==> src/rtl/intc_queue_pkg.sv <==
package intc_queue_pkg;
  localparam int NSRC   = 41;
  localparam int PRIO_W = 5;
  localparam int IDX_W  = $clog2(NSRC);
  localparam int CODE_W = 12;
  localparam int NEXT   = 15;   // external request lines
  localparam int I_NMI  = 15;
  localparam int I_DBG  = 16;
  localparam int I_GPIO = 17;
  localparam int I_DMA0 = 18;   // 18..22
  localparam int I_TMR0 = 23;   // 23..26
  localparam int I_RTC0 = 27;   // 27..29
  localparam int I_SER0 = 30;   // 30..33
  localparam int I_FSR0 = 34;   // 34..37
  localparam int I_WDG  = 38;
  localparam int I_REF0 = 39;   // 39..40

  typedef enum logic [1:0] {
    RA_CTRL = 2'd0,
    RA_PA   = 2'd1,
    RA_PB   = 2'd2,
    RA_PC   = 2'd3
  } reg_addr_e;

  function automatic logic [CODE_W-1:0] code_of(input int i);
    int base;
    int off;
    if (i < NEXT)        begin base = 'h200; off = i;          end
    else if (i == I_NMI) begin base = 'h1C0; off = 0;          end
    else if (i < I_TMR0) begin base = 'h600; off = i - I_DBG;  end
    else if (i < I_FSR0) begin base = 'h400; off = i - I_TMR0; end
    else if (i < I_WDG)  begin base = 'h700; off = i - I_FSR0; end
    else                 begin base = 'h560; off = i - I_WDG;  end
    return CODE_W'(base + 'h20 * off);
  endfunction
endpackage

==> src/rtl/intc_prio_map.sv <==
module intc_prio_map
  import intc_queue_pkg::*;
(
  input  logic [15:0]                        prio_a,
  input  logic [15:0]                        prio_b,
  input  logic [15:0]                        prio_c,
  output logic [NSRC-1:0][PRIO_W-1:0]        prio
);
  always_comb begin
    for (int i = 0; i < NSRC; i++) prio[i] = '0;
    for (int i = 0; i < NEXT; i++) prio[i] = PRIO_W'(NEXT - i);
    prio[I_NMI]  = PRIO_W'(16);
    prio[I_DBG]  = {1'b0, prio_c[3:0]};
    prio[I_GPIO] = {1'b0, prio_c[15:12]};
    for (int i = I_DMA0; i < I_TMR0; i++) prio[i] = {1'b0, prio_c[11:8]};
    prio[I_TMR0]     = {1'b0, prio_a[15:12]};
    prio[I_TMR0 + 1] = {1'b0, prio_a[11:8]};
    prio[I_TMR0 + 2] = {1'b0, prio_a[7:4]};
    prio[I_TMR0 + 3] = {1'b0, prio_a[7:4]};
    for (int i = I_RTC0; i < I_SER0; i++) prio[i] = {1'b0, prio_a[3:0]};
    for (int i = I_SER0; i < I_FSR0; i++) prio[i] = {1'b0, prio_b[7:4]};
    for (int i = I_FSR0; i < I_WDG; i++)  prio[i] = {1'b0, prio_c[7:4]};
    prio[I_WDG] = {1'b0, prio_b[15:12]};
    for (int i = I_REF0; i < NSRC; i++)   prio[i] = {1'b0, prio_b[11:8]};
  end
endmodule

==> src/rtl/intc_arbiter.sv <==
module intc_arbiter #(
  parameter int N  = 41,
  parameter int PW = 5,
  parameter int IW = 6
) (
  input  logic [N-1:0]          pend,
  input  logic [N-1:0][PW-1:0]  prio,
  output logic                  win_valid,
  output logic [IW-1:0]         win_idx,
  output logic [PW-1:0]         win_prio
);
  localparam int LVL = $clog2(N);
  localparam int W   = 1 << LVL;

  logic          nv [1:2*W-1];
  logic [PW-1:0] np [1:2*W-1];
  logic [IW-1:0] ni [1:2*W-1];

  for (genvar k = 0; k < W; k++) begin : g_leaf
    if (k < N) begin : g_real
      assign nv[W+k] = pend[k];
      assign np[W+k] = prio[k];
    end else begin : g_pad
      assign nv[W+k] = 1'b0;
      assign np[W+k] = '0;
    end
    assign ni[W+k] = IW'(k);
  end

  // Left child always holds lower indices, so ties stay left.
  for (genvar n = 1; n < W; n++) begin : g_node
    logic take_r;
    assign take_r = nv[2*n+1] && (!nv[2*n] || (np[2*n+1] > np[2*n]));
    assign nv[n]  = nv[2*n] | nv[2*n+1];
    assign np[n]  = take_r ? np[2*n+1] : np[2*n];
    assign ni[n]  = take_r ? ni[2*n+1] : ni[2*n];
  end

  assign win_valid = nv[1];
  assign win_idx   = ni[1];
  assign win_prio  = np[1];
endmodule

==> src/rtl/intc_queue.sv <==
module intc_queue
  import intc_queue_pkg::*;
(
  input  logic              clk,
  input  logic              rst,
  input  logic [NSRC-1:0]   raise,
  input  logic [NSRC-1:0]   clear,
  input  logic              reg_wr,
  input  logic [1:0]        reg_addr,
  input  logic [15:0]       reg_wdata,
  output logic [15:0]       reg_rdata,
  input  logic              cpu_block,
  input  logic [3:0]        cpu_mask,
  output logic              sel_valid,
  output logic [IDX_W-1:0]  sel_idx,
  output logic [CODE_W-1:0] sel_code,
  output logic              irq_req
);
  logic [15:0] ctrl_q, pa_q, pb_q, pc_q;
  logic [NSRC-1:0][PRIO_W-1:0] prio;
  logic [NSRC-1:0] prio_nz;
  logic [NSRC-1:0] pend;
  logic            win_valid;
  logic [IDX_W-1:0] win_idx;
  logic [PRIO_W-1:0] win_prio;
  logic [CODE_W-1:0] win_code;

  always_ff @(posedge clk) begin
    if (rst) begin
      ctrl_q <= '0; pa_q <= '0; pb_q <= '0; pc_q <= '0;
    end else if (reg_wr) begin
      case (reg_addr_e'(reg_addr))
        RA_CTRL: ctrl_q <= reg_wdata;
        RA_PA:   pa_q   <= reg_wdata;
        RA_PB:   pb_q   <= reg_wdata;
        RA_PC:   pc_q   <= reg_wdata;
        default: ;
      endcase
    end
  end

  always_ff @(posedge clk) begin
    if (rst) reg_rdata <= '0;
    else begin
      case (reg_addr_e'(reg_addr))
        RA_CTRL: reg_rdata <= ctrl_q;
        RA_PA:   reg_rdata <= pa_q;
        RA_PB:   reg_rdata <= pb_q;
        default: reg_rdata <= pc_q;
      endcase
    end
  end

  intc_prio_map u_map (
    .prio_a (pa_q),
    .prio_b (pb_q),
    .prio_c (pc_q),
    .prio   (prio)
  );

  for (genvar i = 0; i < NSRC; i++) begin : g_nz
    assign prio_nz[i] = |prio[i];
  end

  always_ff @(posedge clk) begin
    if (rst) pend <= '0;
    else     pend <= (pend | (raise & prio_nz)) & ~clear;
  end

  intc_arbiter #(.N(NSRC), .PW(PRIO_W), .IW(IDX_W)) u_arb (
    .pend      (pend),
    .prio      (prio),
    .win_valid (win_valid),
    .win_idx   (win_idx),
    .win_prio  (win_prio)
  );

  always_comb begin
    win_code = '0;
    for (int i = 0; i < NSRC; i++)
      if (win_idx == IDX_W'(i)) win_code = code_of(i);
  end

  always_ff @(posedge clk) begin
    if (rst) begin
      sel_valid <= 1'b0; sel_idx <= '0; sel_code <= '0; irq_req <= 1'b0;
    end else begin
      sel_valid <= win_valid;
      sel_idx   <= win_valid ? win_idx : '0;
      sel_code  <= win_valid ? win_code : '0;
      irq_req   <= win_valid && !cpu_block && ({1'b0, cpu_mask} < win_prio);
    end
  end
endmodule

==> config.mk <==
export PLATFORM = sky130hd
export DESIGN_NAME = intc_queue
export DESIGN_NICKNAME = d
export VERILOG_FILES = /design/src/rtl/intc_queue_pkg.sv /design/src/rtl/intc_prio_map.sv /design/src/rtl/intc_arbiter.sv /design/src/rtl/intc_queue.sv
export SDC_FILE = /design/constraint.sdc
export NUM_CORES = 1
export LEC_CHECK = 0
export BUFFER_PORTS_ARGS = -buffer_cell sky130_fd_sc_hd__buf_2
export CORE_ASPECT_RATIO = 1.1
export CORE_MARGIN = 1
export CORE_UTILIZATION = 29
export DETAILED_ROUTE_END_ITERATION = 8
export GPL_ROUTABILITY_DRIVEN = 0
export RECOVER_POWER = 100
export SLEW_MARGIN = 20
export SYNTH_ARGS = -nofsm -noshare
export SYNTH_HDL_FRONTEND = slang
export SYNTH_HIERARCHICAL = 1
export SYNTH_SLANG_ARGS = --single-unit
==> constraint.sdc <==
create_clock -name clk -period 16.1 [get_ports clk]
set_clock_uncertainty 0.1 [all_clocks]
set_input_delay 2.415 -clock clk [delete_from_list [all_inputs] [get_ports clk]]
set_output_delay 2.415 -clock clk [all_outputs]
set_load 0.05 [all_outputs]
==> results.yml, run 1 <==
timing:
  final.min_clock_period_ns: 13.89
  fin_crit_sh_pct: 86.3
  finalHoldViolCount: 0
  fmax_ghz: 0.0720
  rsz0062_at_grt: "no"
  fin_ws_ns: 2.21
  setup_viol: 0
  tightest_slew_ns: 3.94
  relSlewSlack_pct: -163
  slew_violations: 125
  setup-tns-final_ns: 0
critical_path:
  crit_type: "register to register"
  required_ns: 16.35
  setup.worst_path.start: "pc_q[11]"
  worstSetupEndpointType: "register"
  slowest_delay_ns: 1.27
  cp.arrival_ns: 14.14
  cp-start-kind: "register"
  slowest_stage: "o32ai_1"
  ff2ff_path_depth: 58
  cp_max_fo: 23
  timing.rr.start: "pc_q[11]"
  r2r_slack_ns: 2.21
  r2r-end: "sel_code[8]"
  critPathMostFrequentCell: "a21oi_1"
clock_tree:
  post_cts_buffers: 0
  clock_latency_ns: 0.48
  post_cts_resized: 0
  cts_root_buf: "clkbuf_16"
  cts_max_path_buffers: 2
  cts.htree.levels: 4
  clkTransAtPathRegs_ns: 0.06
  cts_buffers: 17
  clock-sinks: 135
  ctsHoldBuffers: 0
  cts_tree: "yes"
place:
  place_area_um2: 15900
  dpl_worst_slack_ns: 2.82
  dpl.hpwl_um: 33000
  io_buffers: 137
grt:
  grt_max_degree: 84
  grt_pass1_vias: 12788
  antenna_found_initial: 0
  grt_pass1_wl_um: 66900
  grt_overflow: 0
  grt_usage_pct: 15.4
hold_path:
  hold-path-cell-count: 2
  hold_end: "ctrl_q[4]"
  hp-start: "ctrl_q[4]"
  hold_class: "register to register"
outcome:
  failed_checks: "max-capacitance violations, max-slew violations"
  status: "complete, but fails checks"
drt:
  drt-initial-drc-count: 759
  firstDrtPassIters: 5
  wl_um: 41600
  wire_per_inst_um: 14.6
  via_per_inst: 4.74
  drc: 0
  ant_nets: 0
  vias: 13536
logic_synthesis:
  syn_area_um2: 15700
  synth_cell_type_count: 97
  avgSynthCellArea_um2: 7.45
  synth.largest_area_cell: "dfxtp_1"
  synth-main-ff-cell: "dfxtp_1"
  synthArstFlopShare_pct: 0
  seq_area_frac_synth_pct: 17.2
  yosysWarningCount: 6
  syn_inst: 2107
  synth.ff_latch_count: 135
  synth_edf_count: 0
  synthTopCellsByArea: "dfxtp_1 (17%), ha_1 (15%), buf_4 (10%)"
  netlist.area_leader.share_pct: 17.2
pwr:
  power.leakage_uw: 0.00719
  irDropWorstVdd_uv: 103
  power_density_nw_per_um2: 96.8
floorplanning:
  rows: 89
  die_area_um2: 55100
  die_y_um: 246
  initial_core_util_pct: 29.3
  pin_count: 144
  core_um2: 53600
  fp.dieW_um: 224
finish:
  multi_input_area_um2: 10900
  fill_cells: 5782
  layout.nets: 2416
  final_area_um2: 16400
  syn2layout_area_growth_pct: 4.49
  layout_commonest_cell: "nand2_1"
  layout_common_cells: "nand2_1 (290), a21oi_1 (196), ha_1 (194), inv_1 (164), nor2_1 (157)"
  antennaDiodeCount: 0
  drive_above_1_share_pct: 10.1
  register_area_um2: 2700
run:
  max-cap-violations: 2
## synthesized netlist by cell type, types with 4 or more instances
library cell and count:
nor2b_1 51, a31oi_1 15, or2_2 7, nand3_1 32
ha_1 194, o221ai_1 6, mux2_2 29, dfxtp_1 135
buf_2 12, o211ai_1 11, inv_1 164, nor4_1 6
o21ai_0 70, buf_4 214, or3_1 4, nor3_1 94
o21ai_1 13, nand4_1 13, and3_1 10, nand2_1 290
nand3b_1 5, o31a_1 7, a21o_1 18, mux4_1 8
nor2_1 157, mux4_2 8, o22ai_1 20, nand2b_1 33
a21oi_2 12, o31ai_1 10, a32oi_1 6, a21oi_1 195
and2_1 7, mux2i_1 78, clkbuf_1 30, o21a_1 38
a211oi_1 6
## stage by stage
stage                     cells  util (%)  hold slack [ns]  power [µW]
after floorplan            2215         -            0.332        1050
after global placement     2823      29.7            0.338        1190
after detailed placement   2823      29.7            0.344        1190
after CTS                  2854      30.8            0.353        1600
after global routing       2854      30.6            0.365        1730
final                      2854      30.6            0.350        1590
## report_power, final
group | internal (µW) | switching (µW)
clock network | 234 | 171
logic | 304 | 500
registers | 358 | 22.6
total | 896 | 693
## worst max-delay path: cells and delay by family, from the launching register on
kind                     cells  cell delay, ns
adder cells (fa/ha/maj)      6            1.90
flip-flops                   1            0.76
AND/OR/NAND/NOR             16            2.25
AO/OA/AOI/OAI               31            7.26
multiplexers                 2            0.66
buffers and inverters        3            0.80
## metal layers
metal | vias to the layer above | GRT usage, % | wire [µm]
li1 | 7127 | - | -
met1 | 6095 | 19.2 | 19200
met2 | 257 | 26.2 | 19700
met3 | 57 | 2.35 | 1410
met4 | 0 | 6.65 | 1280
met5 | - | 0 | 0
## worst max path at each step
| stage | endpoint |
|---|---|
| after floorplan | sel_code[5] |
| after global placement | sel_code[5] |
| after detailed placement | sel_code[5] |
| after CTS | sel_code[5] |
| after global routing | sel_code[8] |
| final | sel_code[8] |
## registers in the layout (all words and copies together), names as in the netlist
signal,count
irq_req,1
sel_valid,1
sel_code,6
ctrl_q,16
pa_q,16
pb_q,16
pc_q,16
sel_idx,6
reg_rdata,16
pend,41
## cells by family (layout without fill, tap and decap cells)
| group | after synthesis | count (layout) | share of synthesized area, % |
|---|---|---|---|
| AO/OA/AOI/OAI | 487 | 487 | 20.2 |
| XOR/XNOR | 4 | 4 | 0.223 |
| adder cells (fa/ha/maj) | 197 | 197 | 15.6 |
| buffers and inverters | 425 | 336 | 15.6 |
| flip-flops | 135 | 135 | 17.2 |
| multiplexers | 124 | 124 | 9.63 |
| other | 3 | 111 | 0.0717 |
| AND/OR/NAND/NOR | 732 | 732 | 21.4 |
## layout make-up
cell class	count	area share (%)
Multi-Input combinational cell	1655	66.6
Sequential cell	135	16.5
Tap cell	728	5.55
Timing Repair Buffer	140	4.06
Inverter	165	3.77
Clock buffer	20	2.72
Clock inverter	11	0.854
Note: power is estimated with default switching activity, not from simulation.
==> inputs of run 2 (changes only) <==
--- a/config.mk
+++ b/config.mk
@@ -7,7 +7,7 @@
 export LEC_CHECK = 0
 export BUFFER_PORTS_ARGS = -buffer_cell sky130_fd_sc_hd__buf_2
 export CORE_ASPECT_RATIO = 1.1
-export CORE_MARGIN = 1
+export CORE_MARGIN = 8
 export CORE_UTILIZATION = 29
 export DETAILED_ROUTE_END_ITERATION = 8
 export GPL_ROUTABILITY_DRIVEN = 0
==> constraint.sdc (replaced) <==
create_clock -name clk -period 11.5 [get_ports clk]
set_clock_uncertainty 0.1 [all_clocks]
set_input_delay 1.725 -clock clk [delete_from_list [all_inputs] [get_ports clk]]
set_output_delay 1.725 -clock clk [all_outputs]
set_load 0.05 [all_outputs]
==> results.yml, run 2 (synthesis gave the netlist of run 1 again) <==
floorplanning:
  die_area_um2: 61900
  core_um2: 53600
  initial_core_util_pct: 29.3
  fp.dieW_um: 238
  rows: 89
  die_y_um: 260
  pin_count: 144
outcome:
  failed_checks: "max-capacitance violations, max-slew violations"
  status: "complete, but fails checks"
pwr:
  power_density_nw_per_um2: 137
  switchingPower_uw: 1040
  intPower_uw: 1330
  p_seq_share_pct: 22.2
  swShare_pct: 43.9
  p_comb_share_pct: 54.5
  power.leakage_uw: 0.00762
  clockPowerShare_pct: 23.3
  irDropWorstVdd_uv: 136
grt:
  grt_max_degree: 69
  grt_overflow: 0
  antenna_found_initial: 2
  grt_usage_pct: 14.5
  grt_pass1_vias: 13549
  grt_pass1_wl_um: 71700
timing:
  final.min_clock_period_ns: 10.84
  fmax_ghz: 0.0922
  relSlewSlack_pct: -106
  tightest_slew_ns: 3.09
  slew_violations: 109
  setup_viol: 0
  finalHoldViolCount: 0
  fin_ws_ns: 0.656
  fin_crit_sh_pct: 94.3
critical_path:
  r2r-end: "sel_code[5]"
  setup.worst_path.start: "pb_q[5]"
  cp-start-kind: "register"
  endpoint: "sel_code[5]"
  timing.rr.start: "pb_q[5]"
  required_ns: 11.80
  cp.arrival_ns: 11.14
  ff2ff_path_depth: 61
  slowest_stage: "or4b_1"
  slowest_delay_ns: 0.46
  worstSetupEndpointType: "register"
  r2r_slack_ns: 0.66
  cp_max_fo: 8
  crit_type: "register to register"
finish:
  syn2layout_area_growth_pct: 10.2
  layout.nets: 2502
  final_cells: 2943
  regMostFlops: "pend"
  drive_above_1_share_pct: 16.2
  largest_reg_flops: 41
  final_area_um2: 17300
  layout_commonest_cell: "nand2_1"
  register_area_um2: 2720
  final_core_util_pct: 32.3
  layout_common_cells: "nand2_1 (283), ha_1 (193), a21oi_1 (185), inv_1 (164), nor2_1 (155)"
  multi_input_area_um2: 11200
  fill_cells: 5820
clock_tree:
  clock-sinks: 135
  cts_buffers: 17
  clkTransAtPathRegs_ns: 0.07
  cts.htree.levels: 4
  cts_max_path_buffers: 2
  ctsHoldBuffers: 0
  clock_latency_ns: 0.49
  cts_root_buf: "clkbuf_16"
  cts_tree: "yes"
place:
  dpl.hpwl_um: 36200
  dpl_worst_slack_ns: -0.00174
  place_area_um2: 16400
  io_buffers: 137
  placedCellCount: 2886
drt:
  ant_nets: 0
  wire_per_inst_um: 15.5
  drc: 0
  drt-initial-drc-count: 826
  wl_um: 45500
  vias: 14079
  firstDrtPassIters: 7
  via_per_inst: 4.78
run:
  max-cap-violations: 2
hold_path:
  hold_class: "register to register"
-- run 2: cell types whose count changed in the layout (fill, tap and decap cells not counted), moves of 8 or more --
cell,previous run,this run
a21oi_2,11,21
o21ai_1,11,19
a21oi_1,196,185
mux2i_1,78,69
buf_4,2,80
o21ai_0,72,62
-- run 2: cell type report --
type / instances / share of cell area (%)
inverters: 165 / 3.58
clock buffers: 18 / 2.54
repair buffers: 225 / 7.56
well taps: 728 / 5.26
flip-flops and latches: 135 / 15.7
multi-input cells: 1656 / 64.6
diodes: 2 / 0.0289
clock inverters: 14 / 0.759
-- run 2: per-stage QoR --
step / TNS (ns) / power (µW) / hold slack (ns)
after floorplan: 0 / 1470 / 0.332
after global placement: 0 / 1720 / 0.339
after detailed placement: -0.00174 / 1720 / 0.342
after CTS: 0 / 2290 / 0.352
after global routing: -0.357 / 2570 / 0.369
final: 0 / 2370 / 0.352
-- run 2: how the worst min path moves through the flow --
| stage | start | end | slack, ns | cells after the start |
|---|---|---|---|---|
| finish | pb_q[3] | pb_q[3] | 0.35 | 2 |
| global route | pb_q[3] | pb_q[3] | 0.37 | 2 |
| CTS | pb_q[3] | pb_q[3] | 0.35 | 2 |
| detailed placement | pb_q[3] | pb_q[3] | 0.34 | 2 |
| global placement | pb_q[0] | pb_q[0] | 0.34 | 2 |
| floorplan | pb_q[0] | pb_q[0] | 0.33 | 2 |
-- run 2: power groups by stage --
stage | sequential [µW] | clock (µW) | combinational [µW]
CTS | 526 | 576 | 1190
floorplan | 585 | 0 | 883
finish | 526 | 552 | 1290
global route | 531 | 590 | 1450
detailed placement | 536 | 0 | 1180
global placement | 536 | 0 | 1180
-- run 2: timing repair --
action / CTS / global route
endpoints found under the setup margin: 1 / 13
pin swaps: 0 / 7
setup buffers: 0 / 21
gates resized for setup: 1 / 71
gates cloned: 0 / 2
-- run 2: worst max-delay path: cells and delay by family, from the launching register on --
family                   cells  cell delay, ns
AO/OA/AOI/OAI               33            5.07
adder cells (fa/ha/maj)      6            1.79
buffers and inverters        7            0.94
flip-flops                   1            0.32
multiplexers                 2            0.47
AND/OR/NAND/NOR             13            2.08
-- run 2: per-layer routing --
| metal | vias up | part of all wire, % | GRT usage, % |
|---|---|---|---|
| li1 | 7292 | - | - |
| met1 | 6466 | 45 | 17.5 |
| met2 | 262 | 49 | 25.0 |
| met3 | 59 | 3.9 | 2.86 |
| met4 | 0 | 2.6 | 5.49 |
| met5 | - | 0 | 0 |
